===== config.mk =====
export PLATFORM = sky130hd
export DESIGN_NAME = spdif_cs_tx_buf
export DESIGN_NICKNAME = d
export VERILOG_FILES = /design/src/rtl/spdif_cs_pkg.sv /design/src/rtl/cs_stage_store.sv /design/src/rtl/cs_active_bank.sv /design/src/rtl/cs_frame_ctr.sv /design/src/rtl/spdif_cs_tx_buf.sv
export SDC_FILE = /design/constraint.sdc
export NUM_CORES = 1
export LEC_CHECK = 0
export ABC_AREA = 0
export CAP_MARGIN = 15
export CORE_MARGIN = 8
export CORE_UTILIZATION = 43
export CTS_CLUSTER_DIAMETER = 30
export DETAILED_ROUTE_END_ITERATION = 12
export SETUP_SLACK_MARGIN = 0.5
export SLEW_MARGIN = 20
export SYNTH_ARGS = -nofsm -noshare
export SYNTH_HDL_FRONTEND = slang
export SYNTH_SLANG_ARGS = --single-unit

===== constraint.sdc =====
create_clock -name clk -period 3.4 [get_ports clk]
set_clock_uncertainty 0.1 [all_clocks]
set_input_delay 0.68 -clock clk [delete_from_list [all_inputs] [get_ports clk]]
set_output_delay 0.68 -clock clk [all_outputs]
set_load 0.05 [all_outputs]

===== src/rtl/spdif_cs_pkg.sv =====
package spdif_cs_pkg;
   typedef enum logic {
      CS_CH_A = 1'b0,
      CS_CH_B = 1'b1
   } cs_chan_e;

   localparam int CS_NUM_CHAN = 2;
endpackage


===== src/rtl/cs_stage_store.sv =====
module cs_stage_store #(
   parameter int NBYTES = 24,
   parameter int BYTE_W = 8,
   parameter int ADDR_W = 5
) (
   input  logic                     clk,
   input  logic                     rst_n,
   input  logic                     wr_en,
   input  logic [ADDR_W-1:0]        wr_addr,
   input  logic [BYTE_W-1:0]        wr_data,
   output logic [NBYTES*BYTE_W-1:0] img
);
   localparam logic [ADDR_W:0] LIMIT = NBYTES[ADDR_W:0];

   logic [NBYTES-1:0][BYTE_W-1:0] mem_q;
   logic                          addr_ok;

   generate
      if (NBYTES < (1 << ADDR_W)) begin : g_range_chk
         assign addr_ok = ({1'b0, wr_addr} < LIMIT);
      end else begin : g_full_map
         assign addr_ok = 1'b1;
      end
   endgenerate

   always_ff @(posedge clk or negedge rst_n) begin
      if (!rst_n) begin
         mem_q <= '0;
      end else if (wr_en && addr_ok) begin
         mem_q[wr_addr] <= wr_data;
      end
   end

   assign img = mem_q;

   assert_unmapped_write_ignored_R3: assert property (@(posedge clk) disable iff (!rst_n)
      (wr_en && ({1'b0, wr_addr} >= LIMIT)) |=> $stable(img));
   assert_idle_store_stable_R2: assert property (@(posedge clk) disable iff (!rst_n)
      !wr_en |=> $stable(img));
endmodule


===== src/rtl/cs_active_bank.sv =====
module cs_active_bank #(
   parameter int BITS = 192
) (
   input  logic            clk,
   input  logic            rst_n,
   input  logic            load,
   input  logic [BITS-1:0] stage_img,
   output logic [BITS-1:0] act_img
);
   always_ff @(posedge clk or negedge rst_n) begin
      if (!rst_n) begin
         act_img <= '0;
      end else if (load) begin
         act_img <= stage_img;
      end
   end

   assert_no_change_without_load_R6: assert property (@(posedge clk) disable iff (!rst_n)
      !load |=> $stable(act_img));
endmodule


===== src/rtl/cs_frame_ctr.sv =====
module cs_frame_ctr #(
   parameter int FRAMES = 192,
   parameter int FRM_W  = 8
) (
   input  logic             clk,
   input  logic             rst_n,
   input  logic             restart,
   input  logic             adv,
   output logic [FRM_W-1:0] frame
);
   localparam logic [FRM_W-1:0] LAST = FRM_W'(FRAMES - 1);

   always_ff @(posedge clk or negedge rst_n) begin
      if (!rst_n) begin
         frame <= '0;
      end else if (restart) begin
         frame <= '0;
      end else if (adv) begin
         frame <= (frame == LAST) ? '0 : frame + 1'b1;
      end
   end

   assert_frame_wrap_R9: assert property (@(posedge clk) disable iff (!rst_n)
      (adv && !restart && frame == LAST) |=> (frame == '0));
   assert_frame_restart_R4: assert property (@(posedge clk) disable iff (!rst_n)
      restart |=> (frame == '0));
   assert_frame_in_range_R9: assert property (@(posedge clk) disable iff (!rst_n)
      frame <= LAST);
endmodule


===== src/rtl/spdif_cs_tx_buf.sv =====
module spdif_cs_tx_buf #(
   parameter int FRAMES = 192,
   parameter int BYTE_W = 8,
   parameter int ADDR_W = $clog2(FRAMES / BYTE_W)
) (
   input  logic              clk,
   input  logic              rst_n,
   input  logic              wr_en,
   input  logic [ADDR_W-1:0] wr_addr,
   input  logic [BYTE_W-1:0] wr_data,
   input  logic              sel_b,
   input  logic              same_ab,
   input  logic              copy_hold,
   input  logic              blk_start,
   input  logic              sub_stb,
   input  logic              sub_chan,
   output logic              cs_bit,
   output logic              cs_vld
);
   import spdif_cs_pkg::*;

   localparam int NBYTES = FRAMES / BYTE_W;
   localparam int FRM_W  = (FRAMES > 1) ? $clog2(FRAMES) : 1;

   generate
      if (FRAMES % BYTE_W != 0) begin : g_bad_frames
         $error("FRAMES must be a multiple of BYTE_W");
      end
      if ((1 << ADDR_W) < NBYTES) begin : g_bad_addr
         $error("ADDR_W too narrow for the staging image");
      end
   endgenerate

   logic [FRAMES-1:0] stage_img [CS_NUM_CHAN];
   logic [FRAMES-1:0] act_img   [CS_NUM_CHAN];
   logic [FRM_W-1:0]  frame;
   logic              load;
   logic              adv;
   cs_chan_e          wr_chan;
   cs_chan_e          rd_chan;

   assign wr_chan = cs_chan_e'(sel_b);
   assign rd_chan = (same_ab || (sub_chan == 1'b0)) ? CS_CH_A : CS_CH_B;
   assign load    = blk_start && !copy_hold;
   assign adv     = sub_stb && sub_chan && !blk_start;

   generate
      for (genvar ch = 0; ch < CS_NUM_CHAN; ch++) begin : g_chan
         logic chan_wr;
         assign chan_wr = wr_en && (wr_chan == cs_chan_e'(ch));

         cs_stage_store #(
            .NBYTES(NBYTES), .BYTE_W(BYTE_W), .ADDR_W(ADDR_W)
         ) u_stage (
            .clk(clk), .rst_n(rst_n), .wr_en(chan_wr),
            .wr_addr(wr_addr), .wr_data(wr_data), .img(stage_img[ch])
         );

         cs_active_bank #(.BITS(FRAMES)) u_active (
            .clk(clk), .rst_n(rst_n), .load(load),
            .stage_img(stage_img[ch]), .act_img(act_img[ch])
         );
      end
   endgenerate

   cs_frame_ctr #(.FRAMES(FRAMES), .FRM_W(FRM_W)) u_frame (
      .clk(clk), .rst_n(rst_n), .restart(blk_start), .adv(adv), .frame(frame)
   );

   always_ff @(posedge clk or negedge rst_n) begin
      if (!rst_n) begin
         cs_vld <= 1'b0;
         cs_bit <= 1'b0;
      end else begin
         cs_vld <= sub_stb && !blk_start;
         if (sub_stb && !blk_start) begin
            cs_bit <= act_img[rd_chan][frame];
         end
      end
   end

   assert_hold_blocks_copy_R5: assert property (@(posedge clk) disable iff (!rst_n)
      (blk_start && copy_hold) |=> ($stable(act_img[0]) && $stable(act_img[1])));
   assert_collide_drop_R11: assert property (@(posedge clk) disable iff (!rst_n)
      (sub_stb && blk_start) |=> !cs_vld);
   assert_vld_source_R7: assert property (@(posedge clk) disable iff (!rst_n)
      cs_vld |-> $past(sub_stb));
   assert_vld_on_request_R7: assert property (@(posedge clk) disable iff (!rst_n)
      (sub_stb && !blk_start) |=> cs_vld);
endmodule


* Word level (Yosys, flattened, before mapping)
Cells that the tools add are included.
Storage, ports and cells: flip-flop bits (word level) 778, latch bits 0, bits in writable memories 0, ROM bits 0, input bits 22, memories kept 0
Cells by class: add/sub/neg operators 1, multiply operators 0, divide/modulo/power cells 0, order comparisons 5, eq/ne operators 1, shift operators 0, muxes and demuxes 13, bitwise operators 3, reduce and logical (&&, ||, !) cells 13
Operator list (number):
- two-way mux 192 bit | 3
- bitwise mux 192 bit | 2
- demux 8 bit (select 5 bit) | 1
- two-way mux 8 bit | 4
- logical AND 1 bit | 9
- less-than comparator 8 x 9 -> 1 bit (second input constant) | 1
- adder 8 x 1 -> 8 bit (second input constant) | 1
- binary-select mux 1 bit (select 8 bit) | 1
- == test 8 bit (second input constant) | 1
- less-than comparator 5 x 6 -> 1 bit (second input constant) | 1
- greater-or-equal comparator 5 x 1 -> 1 bit (second input constant) | 1
- less-than comparator 5 bit (second input constant) | 1
- greater-or-equal comparator 2 bit (second input constant) | 1
- logical NOT 1 bit | 2
- two-way mux 1 bit | 2
- NOT 1 bit | 2
- NOT 1 -> 2 bit | 1
- nonzero test 2 bit | 1
- logical OR 1 bit | 1

* Longest topological paths before layout
Gate-level depths: netlist (run 1).
word-level depth 9, depth in mapped cells 13

* Modules after synthesis
Synthesis (run 1) repeated with hierarchy kept, for this count alone.
Second synthesis, totals: cells, all modules 2138, area, all modules 33020.4 um^2
Modules (own cells, without submodules):
- cs_stage_store | times used 2, cells an instance 444, area an instance 7328.3 um^2, seq. area each 4804.6 um^2
- cs_active_bank | times used 2, cells an instance 405, area an instance 7196.9 um^2, seq. area each 4804.6 um^2
- spdif_cs_tx_buf | times used 1, cells an instance 398, area an instance 3535.9 um^2, seq. area each 50.0 um^2
- cs_frame_ctr | times used 1, cells an instance 42, area an instance 434.2 um^2, seq. area each 200.2 um^2

* Least setup slack after synthesis (run 1)
No wires, ideal clock.
kind input-to-reg, start in sub_chan, end reg cs_bit, library setup time 0.138 ns, data arrival time 2.523 ns, required time 3.162 ns, path slack 0.639 ns, cell stages on the path 9, cells stage by stage nor2b_4 -> buf_12 -> buf_12 -> mux4_2 -> a2111oi_2 -> a21oi_1 -> a211o_1 -> nand3_1 -> a41oi_2
On the way: longest elaborated chain between the ends 9
Ends and longest elaborated chain:
- start, declared | line spdif_cs_tx_buf.sv:16 | input logic sub_chan,
- NOT 1 bit | line spdif_cs_tx_buf.sv:43 | assign rd_chan = (same_ab || (sub_chan == 1'b0)) ? CS_CH_A : CS_CH_B;
- logical OR 1 bit | line spdif_cs_tx_buf.sv:43
- two-way mux 1 bit | line spdif_cs_tx_buf.sv:43
- NOT 1 -> 2 bit (not written as such) | line spdif_cs_tx_buf.sv:77 | cs_bit <= act_img[rd_chan][frame];
- two-way mux 192 bit (not written as such) (3 in series) | line spdif_cs_tx_buf.sv:77
- binary-select mux 1 bit (select 8 bit) | line spdif_cs_tx_buf.sv:77
- two-way mux 1 bit (not written as such) | line spdif_cs_tx_buf.sv:77
- end signal, assigned | line spdif_cs_tx_buf.sv:77
- end, declared | line spdif_cs_tx_buf.sv:17 | output logic cs_bit,
No other way between the ends. The select of a mux whose other input is x is not followed. A chain may end at the register's enable or synchronous reset.

* Worst setup path after layout (run 1)
start reg cs_bit, end out cs_bit
No word-level cell between the ends.

==> summary by stage, run 1 <==
Route
In the final routed layout, each cell accounts on average for around 24 µm. The final route contains about 20,000 vias. The number of iterations in the first detailed-routing pass is 5.

The residual DRC count is 0. In this run the remaining antenna-violating nets after routing total 0. The final layout contains routed wiring with a total length of between 80,000 and 90,000 µm. After detailed routing, the number of vias per cell comes to approximately 5.6.

The first routing iteration left 1,279 violations.

Clock tree
TritonCTS built the clock tree. The clock net in this run drives a total of slightly below 800 sinks. The CTS buffer count is between 150 and 200. The number of buffers on the longest clock path is 3. The tree is rooted in a clkbuf_16. The maximum level of the CTS H-tree is 4. Clock-pin slew was measured on the worst setup and hold paths at around 50 ps. At the later pin of the worst-skew pair, clock insertion delay measures around 730 ps.

Die
For this configuration, the core starts out at a cell density of 43.5%. Measured along the x axis, the die boundary spans 291 µm. The core box area is between 70,000 and 80,000 µm². During I/O placement, the number of pins put on the boundary was 24. The floorplan row count is 100. The die covers 84,600 µm². From bottom edge to top edge, the die measures a little under 300 µm.

Setup path
For this design, the slowest cell found on the critical path is clkdlybuf4s50_1. Setup slack on the worst reg-to-reg path comes out at around 600 ps. At the worst endpoint, the required time is around 2600 ps. In this run the number of cells on the critical path is 1.

The critical path in this run is classified as reg2out. STA puts the critical path data arrival time at ~2000 ps. For the worst flop-to-flop path, the logic depth is 10. The critical path's top delay family is buffers and inverters. The start point of the critical path is cs_bit. The endpoint identified for the worst register-to-register timing path is cs_bit. In this design, the stage delay of the slowest critical-path cell is roughly 870 ps. The startpoint identified for the worst register-to-register timing path is u_frame.frame[0]. The highest fanout seen on the critical path is 2. The critical path endpoint is cs_bit. The endpoint type of the worst setup path is an output pin.

The critical path goes through clkdlybuf4s50_1. The number of buffers and inverters on the critical path is 1. The worst setup path is launched from a register.

Power and ir drop
Across the VDD grid, the largest voltage drop is about 470 µV. The total power consumption of the routed design is approximately 30 mW. The clock share of power is 54.2%.

Combinational logic burns 9.1% of the power. The power per cell area is roughly 740 nW/µm². The switching share of power is 23.3%.

The design internal power is ~23 mW. The switching power summed over all nets is between 7 and 8 mW. The sequential power share is a little under two fifths.

For this design the static power due to leakage is between 15 and 20 nW.

Run
The max-capacitance violation count is 0.

Final layout
The ratio of cells with drive above 1 in the final layout is 49.6%. The area added between synthesis and finish is 25.8%. At the end of the flow the core is filled with cells to a little over half. The number of nets in the layout is between 2,000 and 2,500. The count of fill cells added during filler insertion is about 6,000. The repair_antennas step left the layout with diodes totalling 0. With fillers left out, the area of the finished cells amounts to ~40,000 µm².

Timing
The smallest setup slack after layout is a little under 600 ps. The hold slack is 380 ps. Measured against its own limit, the worst slew margin works out to between 20% and 30%. Based on the critical path, the design can be clocked at up to ~360 MHz.

The max-slew violation total from the final report was 0. After layout, the worst path uses between 80 and 90% of the clock period. The shortest clock period the worst path allows after layout is about 2800 ps. The count of final hold-check violations came to 0. Setup repair after global routing left no endpoint under its margin. The setup violation total in the final timing report is 0. For the pin with the worst max-slew slack, the measured transition is ~1100 ps.

Global routing
The first global-routing pass estimated between 100,000 and 150,000 µm of wire. Entering global routing, the biggest net connects ~90 pins. The number of antenna violations at the first check in global routing was 1. The remaining global-route overflow is 0. Across every metal layer, demand over resource in global routing totals between 20 and 25%. The via count of the first global-routing pass is roughly 22,000.

Hold path
The min-delay analysis places its worst path in the category reg2reg.

Yosys
Sequential elements use between 50% and 60% of the synthesized area. Ranked by total cell area, the synthesized netlist is headed by dfrtp_1 60%, mux2_2 27%, nand2_1 2.2%, mux4_2 2.0%, clkbuf_1 1.3%. The share of synthesized area in the top cell type comes to between 50 and 60%.

The most area-hungry cell type in the Yosys netlist is dfrtp_1. The number of flops mapped to enable cells by yosys is 0. The synthesized netlist contains 59 unique library cells. The count of yosys warnings during synthesis is 0.

The number of nets handed over by synthesis was 2,267. The average instance in the mapped netlist occupies approximately 14 µm². Among all flip-flop cells after synthesis, the most frequent one is dfrtp_1. Summing every instance area after synthesis gives roughly 32,000 µm². The share of synthesized flip-flops with an asynchronous set or reset is 100%. The cell count after synthesis came out at about 2,200. Synthesis inferred between 700 and 800 register bits.

Placement
At the end of routability-driven placement, the weighted congestion stood at between 0.8 and 0.9. The estimated wirelength of the detail-placed design is roughly 51,000 µm. The number of I/O port buffers is 23. The worst setup timing slack at the placement stage is -227 ps.

After detailed placement, the total cell area comes to roughly 35,000 µm².

Status
The run finished with clean final reports.
==> registers in the layout (all words and copies together) (netlist names) <==
| signal | flops |
|---|---|
| u_frame.frame | 8 |
| cs_bit | 1 |
| g_chan.u_stage.img | 384 |
| cs_vld | 1 |
| g_chan.u_active.act_img | 384 |
==> through the flow <==
step	instances	setup TNS [ps]
floorplan	2244	0
global placement	3248	-12560
detailed placement	3249	-1510
CTS	3548	0
global route	3554	0
finish	3554	0
==> cell families (layout without fill, tap and decap cells) <==
group / count (synthesis) / count (layout) / share of synthesized area [%]
AOI/OAI and AO/OA: 106 / 106 / 2.35
xor gates and xnor gates: 2 / 2 / 0.0540
adders and majority gates: 1 / 1 / 0.0385
buffers and inverters: 148 / 489 / 2.09
DFF: 778 / 778 / 60.0
muxes: 848 / 848 / 30.5
and+or+nand+nor: 361 / 361 / 4.98
==> synth_stat cells, types with 5 or more instances <==
cell type  count
a211oi_1       5
buf_2         14
a311oi_1       6
nand2_1      191
dfrtp_1      778
nand3_1       47
nand4_1       19
buf_4          9
mux2_2       771
nand3b_1       5
mux4_1         6
nor2_1        59
o22ai_1        9
a31oi_1        8
a21oi_1       20
nand2b_1       6
nor2b_1        6
a32oi_1       17
clkbuf_1     115
o221ai_1       5
mux2i_1       42
o21ai_0       14
mux4_2        29
==> worst reg2reg max path, stage by stage, from the launching register on <==
cell	delay, ps
dfrtp_2	500
buf_4	250
nor2b_2	190
buf_4	200
a32oi_1	200
nand4_1	130
a21oi_1	250
a211oi_2	80
buf_4	170
or4b_4	520
a41oi_2	130
==> cell type report <==
| class | instances | area, µm² | area share, % |
|---|---|---|---|
| Timing Repair Buffer | 188 | 1940 | 4.76 |
| Inverter | 3 | 11.3 | 0.0276 |
| Sequential cell | 778 | 19500 | 47.7 |
| Clock buffer | 204 | 4550 | 11.1 |
| Clock inverter | 94 | 1240 | 3.04 |
| Multi-Input combinational cell | 1318 | 12400 | 30.4 |
| Tap cell | 969 | 1210 | 2.97 |
==> cell usage in the layout (no fill, tap or decap), drive strengths merged, types with 12 or more instances in the layout <==
master         netlist  layout
mux2i               42      42
mux4                35      35
a32oi               17      17
o21ai               14      14
bufinv               0      24
nand3               47      47
clkdlybuf4s50        0      12
nor2                59      59
mux2               771     771
nand2              191     191
clkbuf             115     206
a21oi               20      20
nand4               19      19
clkinv               0      49
dfrtp              778     778
buf                 30     171
clkinvlp             0      15
==> routing by layer <==
| layer | share of wire (%) | track usage [%] | vias up |
|---|---|---|---|
| met3 | 4.5 | 3.76 | 152 |
| li1 | - | - | 8546 |
| met2 | 48 | 32.1 | 481 |
| met1 | 45 | 27.4 | 10600 |
| met4 | 2.6 | 7.63 | 0 |
| met5 | 0 | 0 | - |
==> how the worst min path moves through the flow <==
stage / startpoint / cells after the start / to / slack, ps
floorplan: rst_n / 0 / cs_bit / 280
global placement: g_chan[1].u_stage.img[130] / 1 / g_chan[1].u_active.act_img[130] / 380
detailed placement: g_chan[1].u_stage.img[120] / 1 / g_chan[1].u_active.act_img[120] / 390
CTS: g_chan[1].u_stage.img[125] / 1 / g_chan[1].u_active.act_img[125] / 380
global route: g_chan[1].u_stage.img[5] / 1 / g_chan[1].u_stage.img[5] / 400
finish: g_chan[1].u_stage.img[125] / 1 / g_chan[1].u_active.act_img[125] / 380
==> power by group through the flow <==
stage | sequential, mW | combinational (mW) | clock (mW)
4_1_cts | 11.1 | 2.73 | 16.6
6_report | 11.1 | 2.74 | 16.4
5_1_grt | 11.3 | 2.97 | 17.1
3_5_place_dp | 11.2 | 2.71 | 0
3_3_place_gp | 11.2 | 2.62 | 0
2_1_floorplan | 11.0 | 1.82 | 0
==> repair_timing <==
| action | 4_1_cts | 5_1_grt |
|---|---|---|
| setup endpoints to repair | 0 | 1 |
| resized for setup | 0 | 24 |
| hold buffers | 1 | 0 |
| hold endpoints to repair | 51 | 0 |
| setup buffers | 0 | 4 |
Power figures use the tool's default switching activity.
==> inputs of run 2 (changes only) <==
==> constraint.sdc (replaced) <==
create_clock -name clk -period 2.5 [get_ports clk]
set_clock_uncertainty 0.1 [all_clocks]
set_input_delay 0.5 -clock clk [delete_from_list [all_inputs] [get_ports clk]]
set_output_delay 0.5 -clock clk [all_outputs]
set_load 0.05 [all_outputs]
==> run 2 against run 1 <==
  * The flow now finishes with violations (negative setup slack)
  * Via count increased by 1.8%
  * Sequential power is 36% higher
  * Count of clock-buffer cells in the layout fell by 4
  * Final cell count up 3.2%
  * Global-route usage increased by 0.19 points
  * Hold slack lost 190 ps
  * Power up 36%
  * Clock power up 34%
  * First-iteration DRC count decreased by 5.8%
  * Non-clock buffer count rose by 119
  * Critical endpoint is now cs_bit
==> summary by stage, run 2 (same netlist as run 1, synthesis figures left out) <==
Clock tree
The CTS buffer count is 157. The maximum level of the CTS H-tree is 4. The CTS tree is yes.

The clock root buffer is clkbuf_16. The clock latency reported for the late side of the worst-skew pair is roughly 730 ps. After clock tree synthesis, the clock-pin slew on the worst setup and hold paths is approximately 50 ps. The clock drives ~800 sinks. The clock passes through at most 3 buffers.

Global routing
The via count of the first global-routing pass was between 20,000 and 25,000. The wire length of the first global-routing pass is between 100,000 and 150,000 µm. The number of antenna violations at the first check in global routing is 4.

For this run the aggregate overflow at the end of global routing stands at 0. The overall routing resource usage is 20.4%. Entering global routing, the biggest net connects 66 pins.

Placement
The count of buffers added on input and output ports is 23. The estimated wirelength of the detail-placed design is around 54,000 µm. The worst setup timing slack at the placement stage is -1220 ps.

The final weighted congestion in routability-driven placement is ~0.85.

Route
Once detail routing completed, the nets flagged for antenna violations numbered 0. The first detailed-routing pass took 5 iterations. Detailed routing inserted a total of around 20,000 vias. The residual DRC count is 0. The violation count after the first detailed-routing iteration is 1,205. The average routed wire per standard cell is around 24 µm. The average via count per standard cell is about 5.5.

The total wire length is ~86,000 µm.

Timing
For the finished layout, the period the worst path requires is 2520 ps. The setup violation total in the final timing report is 1. The count of final hold-check violations is 0.

The max-slew violation total from the final report is 0. Setup repair after global routing could not meet its margin everywhere. At the pin with the least slew margin, the transition time is roughly 890 ps. Timing would allow up to approximately 400 MHz.

The smallest setup slack after layout is -21.4 ps. In the finished design, the share of the clock period the worst path needs comes to 101%. The final total negative setup slack is -21.4 ps.

Hold timing on the final database bottoms out at a slack of around 190 ps. Headroom to the max-slew limit came out at between 40% and 50%.

Setup path
STA classifies the critical path startpoint as a register. The startpoint-to-endpoint class of the critical path is reg2reg. Data on the critical path is required at its endpoint by just over 3000 ps. The data arrival time at the worst-slack endpoint is roughly 3000 ps.

In this run the worst setup path begins at u_frame.frame[0]. Along the worst path, the maximum fanout reaches 7. STA classifies the critical path endpoint as a register. The critical register-to-register path startpoint is u_frame.frame[0].

Hold path
The class of the most critical hold timing path is in2async.

Power and ir drop
The static leakage is 20.2 nW. VDD sags by at most 600 µV. Power spread over the standard cell area amounts to roughly 1000 nW/µm². Total power for the finished layout comes to between 40 and 50 mW.

Die
The floorplan row count is 100. The die covers about 85,000 µm². The die is approximately 290 µm wide.

The die is 291 µm tall. The initial core utilization is a little over two fifths. For this design the top-level I/O count stands at 24. The region available for standard cell placement spans 74,600 µm².

Final layout
The top cell types in the final layout, fill and taps aside, are 777 x dfrtp_1, 763 x mux2_2, 198 x buf_4, 190 x nand2_1, 159 x clkbuf_16. The ratio of cells with drive above 1 in the final layout is 52.8%. Cells fill 56.8% of the core in the end. The number of nets in the layout is between 2,000 and 3,000. The library cell used most frequently in the layout, excluding fill and tap cells, is dfrtp_1. After filler insertion, the fill cell instance count of the layout stands at approximately 5,900.

The area added between synthesis and finish is 30.5%.

Status
The run finished, with violations left. The checks that failed: negative setup slack.

Run
Max-cap violations in this run came to 0.
run 2: cell count changes in the layout (fill, tap and decap cells not counted), sizes merged:
cell / change
clkinvlp: -1
dlymetal6s2s: -2
clkdlybuf4s50: -2
inv: +1
clkdlybuf4s15: +1
bufinv: +3
clkbuf: -4
clkinv: -6
bufbuf: +3
buf: +118
dlygate4sd2: +1
diode: +1
run 2: worst paths after layout:
check / endpoint / cells past startpoint / slack, ps
worst max-delay path: cs_bit / 9 / -20
worst min-delay path: g_chan[0].u_stage.img[19] / 2 / 190
worst max register to register: cs_bit / 9 / -20
worst min register to register: g_chan[1].u_active.act_img[174] / 1 / 390
max in group asynchronous: g_chan[0].u_stage.img[144] / 4 / 1190
min in group clk: g_chan[0].u_stage.img[88] / 2 / 200
run 2: layout make-up:
class | count | area [µm²] | share of cell area, %
sequential | 778 | 19500 | 46.0
inverter | 3 | 11.3 | 0.0266
timing repair buffer | 307 | 3350 | 7.92
antenna | 1 | 2.50 | 0.00591
tap | 969 | 1210 | 2.86
multi-input combinational | 1318 | 12600 | 29.8
clock inverter | 91 | 1400 | 3.29
clock buffer | 200 | 4300 | 10.2
run 2: metrics by stage:
step | cells | instance area, µm²
6_report | 3667 | 42400
5_1_grt | 3666 | 42400
4_1_cts | 3636 | 41900
3_5_place_dp | 3327 | 35800
3_3_place_gp | 3327 | 35800
2_1_floorplan | 2244 | 32600
run 2: repair_timing:
action / CTS / global route
hold endpoints to repair: 289 / 0
setup endpoints to repair: 7 / 37
hold buffers: 1 / 0
setup buffers: 14 / 28
pin swaps: 10 / 19
gates resized for setup: 54 / 40
gates cloned: 3 / 2
run 2: report_power, final:
part / switching [mW] / internal, mW / total [mW]
registers: 0.893 / 14.3 / 15.1
clock network: 6.99 / 15.0 / 22.0
logic: 1.85 / 2.27 / 4.12
run 2: worst max-delay path: stages, from the launching register on:
cell	delay, ps
dfrtp_2	480
buf_4	170
buf_6	130
buf_4	170
mux4_1	220
o2111ai_1	120
a21oi_2	210
a211oi_2	90
or4b_4	570
a41oi_2	190
run 2: per-layer routing:
layer / track usage (%) / up-vias / part of all wire (%)
met5: 0 / - / 0.015
met4: 8.72 / 2 / 3.3
met3: 4.41 / 168 / 5.1
met2: 32.5 / 460 / 47
met1: 26.8 / 10700 / 44
li1: - / 8781 / -
==> inputs of run 3 (changes only) <==
--- a/config.mk
+++ b/config.mk
@@ -8,10 +8,12 @@
 export ABC_AREA = 0
 export CAP_MARGIN = 15
 export CORE_MARGIN = 8
-export CORE_UTILIZATION = 43
+export CORE_UTILIZATION = 57
 export CTS_CLUSTER_DIAMETER = 30
 export DETAILED_ROUTE_END_ITERATION = 12
+export PLACE_DENSITY = 0.76
 export SETUP_SLACK_MARGIN = 0.5
+export SKIP_CTS_REPAIR_TIMING = 1
 export SLEW_MARGIN = 20
 export SYNTH_ARGS = -nofsm -noshare
 export SYNTH_HDL_FRONTEND = slang
==> run 3 against run 2 <==
  * The run still ends with negative setup slack left
  * Setup slack worse by 67 ps
  * Cell area down 4.1%
  * Global-route usage up 6.3 points
==> summary by stage, run 3 (same netlist as run 1, synthesis figures left out) <==
Die
In this run the core area contains 87 standard-cell rows. The overall die height is between 200 and 300 µm. The area enclosed by the die boundary is roughly 65,000 µm². The width of the die is 255 µm. The number of top-level pins is 24.

For this configuration, the core starts out at a cell density of between 50% and 60%. The core box area is about 56,000 µm².

Timing
The share of the cycle needed by the critical path after routing is 104%. Setup repair after global routing could not meet its margin everywhere. The hold slack is roughly 130 ps. The smallest setup slack after layout is -88.5 ps.

The max-slew violation total from the final report came to 0. Setup total negative slack on the finished layout was measured at -88.5 ps. The shortest clock period the worst path allows after layout is 2590 ps. The maximum frequency from static timing analysis is roughly 390 MHz. In this run the tightest slew margin relative to its limit is between 50% and 60%. The slew of the pin with the lowest slew margin is approximately 690 ps.

The count of final hold-check violations was 0. The setup violation total in the final timing report is 1.

Clock tree
Clock latency on the worst-skew pair, taken at its later pin, is just over 700 ps. The number of buffers on the longest clock path is 3. The maximum level of the CTS H-tree is 4. CTS placed an instance of clkbuf_16 at the clock tree root. Counting every sink on the clock net gives approximately 780.

TritonCTS built the clock tree. The CTS buffer count is between 100 and 150. Clock-pin slew was measured on the worst setup and hold paths at ~50 ps.

Final layout
The ratio of cells with drive above 1 in the final layout is between 50% and 60%. The library cell used most frequently in the layout, excluding fill and tap cells, is dfrtp_1. The count of fill cells added during filler insertion is around 3,500. Relative to the synthesized area, the layout overhead comes to 25.1%. In the layout the commonest cells are 776 x dfrtp_1, 763 x mux2_2, 188 x nand2_1, 145 x clkbuf_16, 138 x buf_4. The finished cells cover between 40,000 and 50,000 µm².

The number of nets in the layout is ~2,500. The final cell count without fillers is 3,354. The final design utilization is slightly above 70%.

Route
The average via count per standard cell is ~6.1. After detailed routing, the average wire length per cell comes to around 25 µm. The total wire length is roughly 85,000 µm. The routed via count is about 20,000. The first TritonRoute pass finished after 6 iterations. After detailed routing, the number of remaining DRC violations is 0. The violation count after the first detailed-routing iteration is between 1,000 and 1,500. The count of nets left with antenna violations once routing finished came out at 0.

Status
The flow ran to the end, but the final reports show violations. The final reports fail on negative setup slack.

Setup path
At the worst endpoint, the required time is 2980 ps. Setup slack on the worst reg-to-reg path comes out at -90 ps. STA classifies the critical path endpoint as a register. The highest fanout seen on the critical path is 11. The cell count of the worst reg-to-reg path is 11. The critical register-to-register path startpoint is u_frame.frame[1].

The startpoint-to-endpoint class of the critical path is reg2reg. The worst setup path is launched from a register. The worst reg2reg path endpoint is cs_bit.

Data on the critical path arrives at its endpoint at about 3000 ps.

Hold path
The class of the most critical hold timing path is in2async.

Placement
The placed instances occupy a cell area of 35,500 µm². The estimated wirelength of the detail-placed design is slightly above 50,000 µm. At the end of routability-driven placement, the weighted congestion stood at approximately 0.86.

In this run, placement finished with an instance count of about 3,100. The number of I/O port buffers is 23.

Global routing
Global routing finished with a remaining overflow of 0. Global routing used about a quarter of the available tracks across all layers. The wire length of the first global-routing pass is approximately 130,000 µm.

The pin count of the biggest net entering global routing is 123. The via count of the first global-routing pass is ~23,000. The number of antenna violations at the first check in global routing is 2.

Power and ir drop
In this run the power density over the cells is between 900 and 1000 nW/µm². The maximum vdd drop is 748 µV. In this run the static leakage power is a little under 20 nW.

Run
Max-cap violations in this run came to 0.
run 3: worst max path at each step:
stage	end	cells past startpoint	startpoint	slack, ps
floorplan	cs_bit	9	sub_chan	30
global placement	cs_bit	9	sub_chan	-1040
detailed placement	cs_bit	9	sub_chan	-1080
CTS	cs_bit	9	sub_chan	-330
global route	cs_bit	8	u_frame.frame[0]	-160
finish	cs_bit	11	u_frame.frame[1]	-90
run 3: layout make-up:
type / instances / area [µm²] / area share (%)
sequential: 778 / 19500 / 47.9
clock inverter: 88 / 993 / 2.44
multi-input combinational: 1318 / 12500 / 30.9
timing repair buffer: 243 / 2840 / 7.00
tap: 756 / 946 / 2.33
inverter: 3 / 11.3 / 0.0277
antenna: 2 / 5.00 / 0.0123
clock buffer: 166 / 3820 / 9.41
run 3: per-stage QoR:
step / total power [mW] / worst slack (ps)
after global placement: 18.9 / -1040
final: 38.2 / -88.5
after detailed placement: 19.1 / -1080
after CTS: 38.3 / -328
after floorplan: 17.4 / 34.2
after global routing: 39.5 / -160
run 3: layer usage:
| metal | share of wire [%] | global-route usage (%) |
|---|---|---|
| met4 | 3.8 | 12.0 |
| met3 | 6.7 | 5.91 |
| met1 | 41 | 34.4 |
| met5 | 0.015 | 0 |
| met2 | 49 | 43.2 |
run 3: worst max-delay path: stages, from the launching register on:
cell	delay, ps
dfrtp_1	410
buf_6	170
nor2b_4	160
buf_12	170
buf_4	160
buf_4	160
a32oi_1	110
nand4_1	100
nand4_1	330
a211o_1	400
nand3_1	80
a41oi_2	90
run 3: power breakdown:
part / internal, mW / switching [mW] / leakage (nW) / total (mW)
Sequential: 14.2 / 0.939 / 10.5 / 15.2
Combinational: 2.13 / 1.84 / 6.60 / 3.98
Clock: 12.3 / 6.69 / 2.32 / 19.0
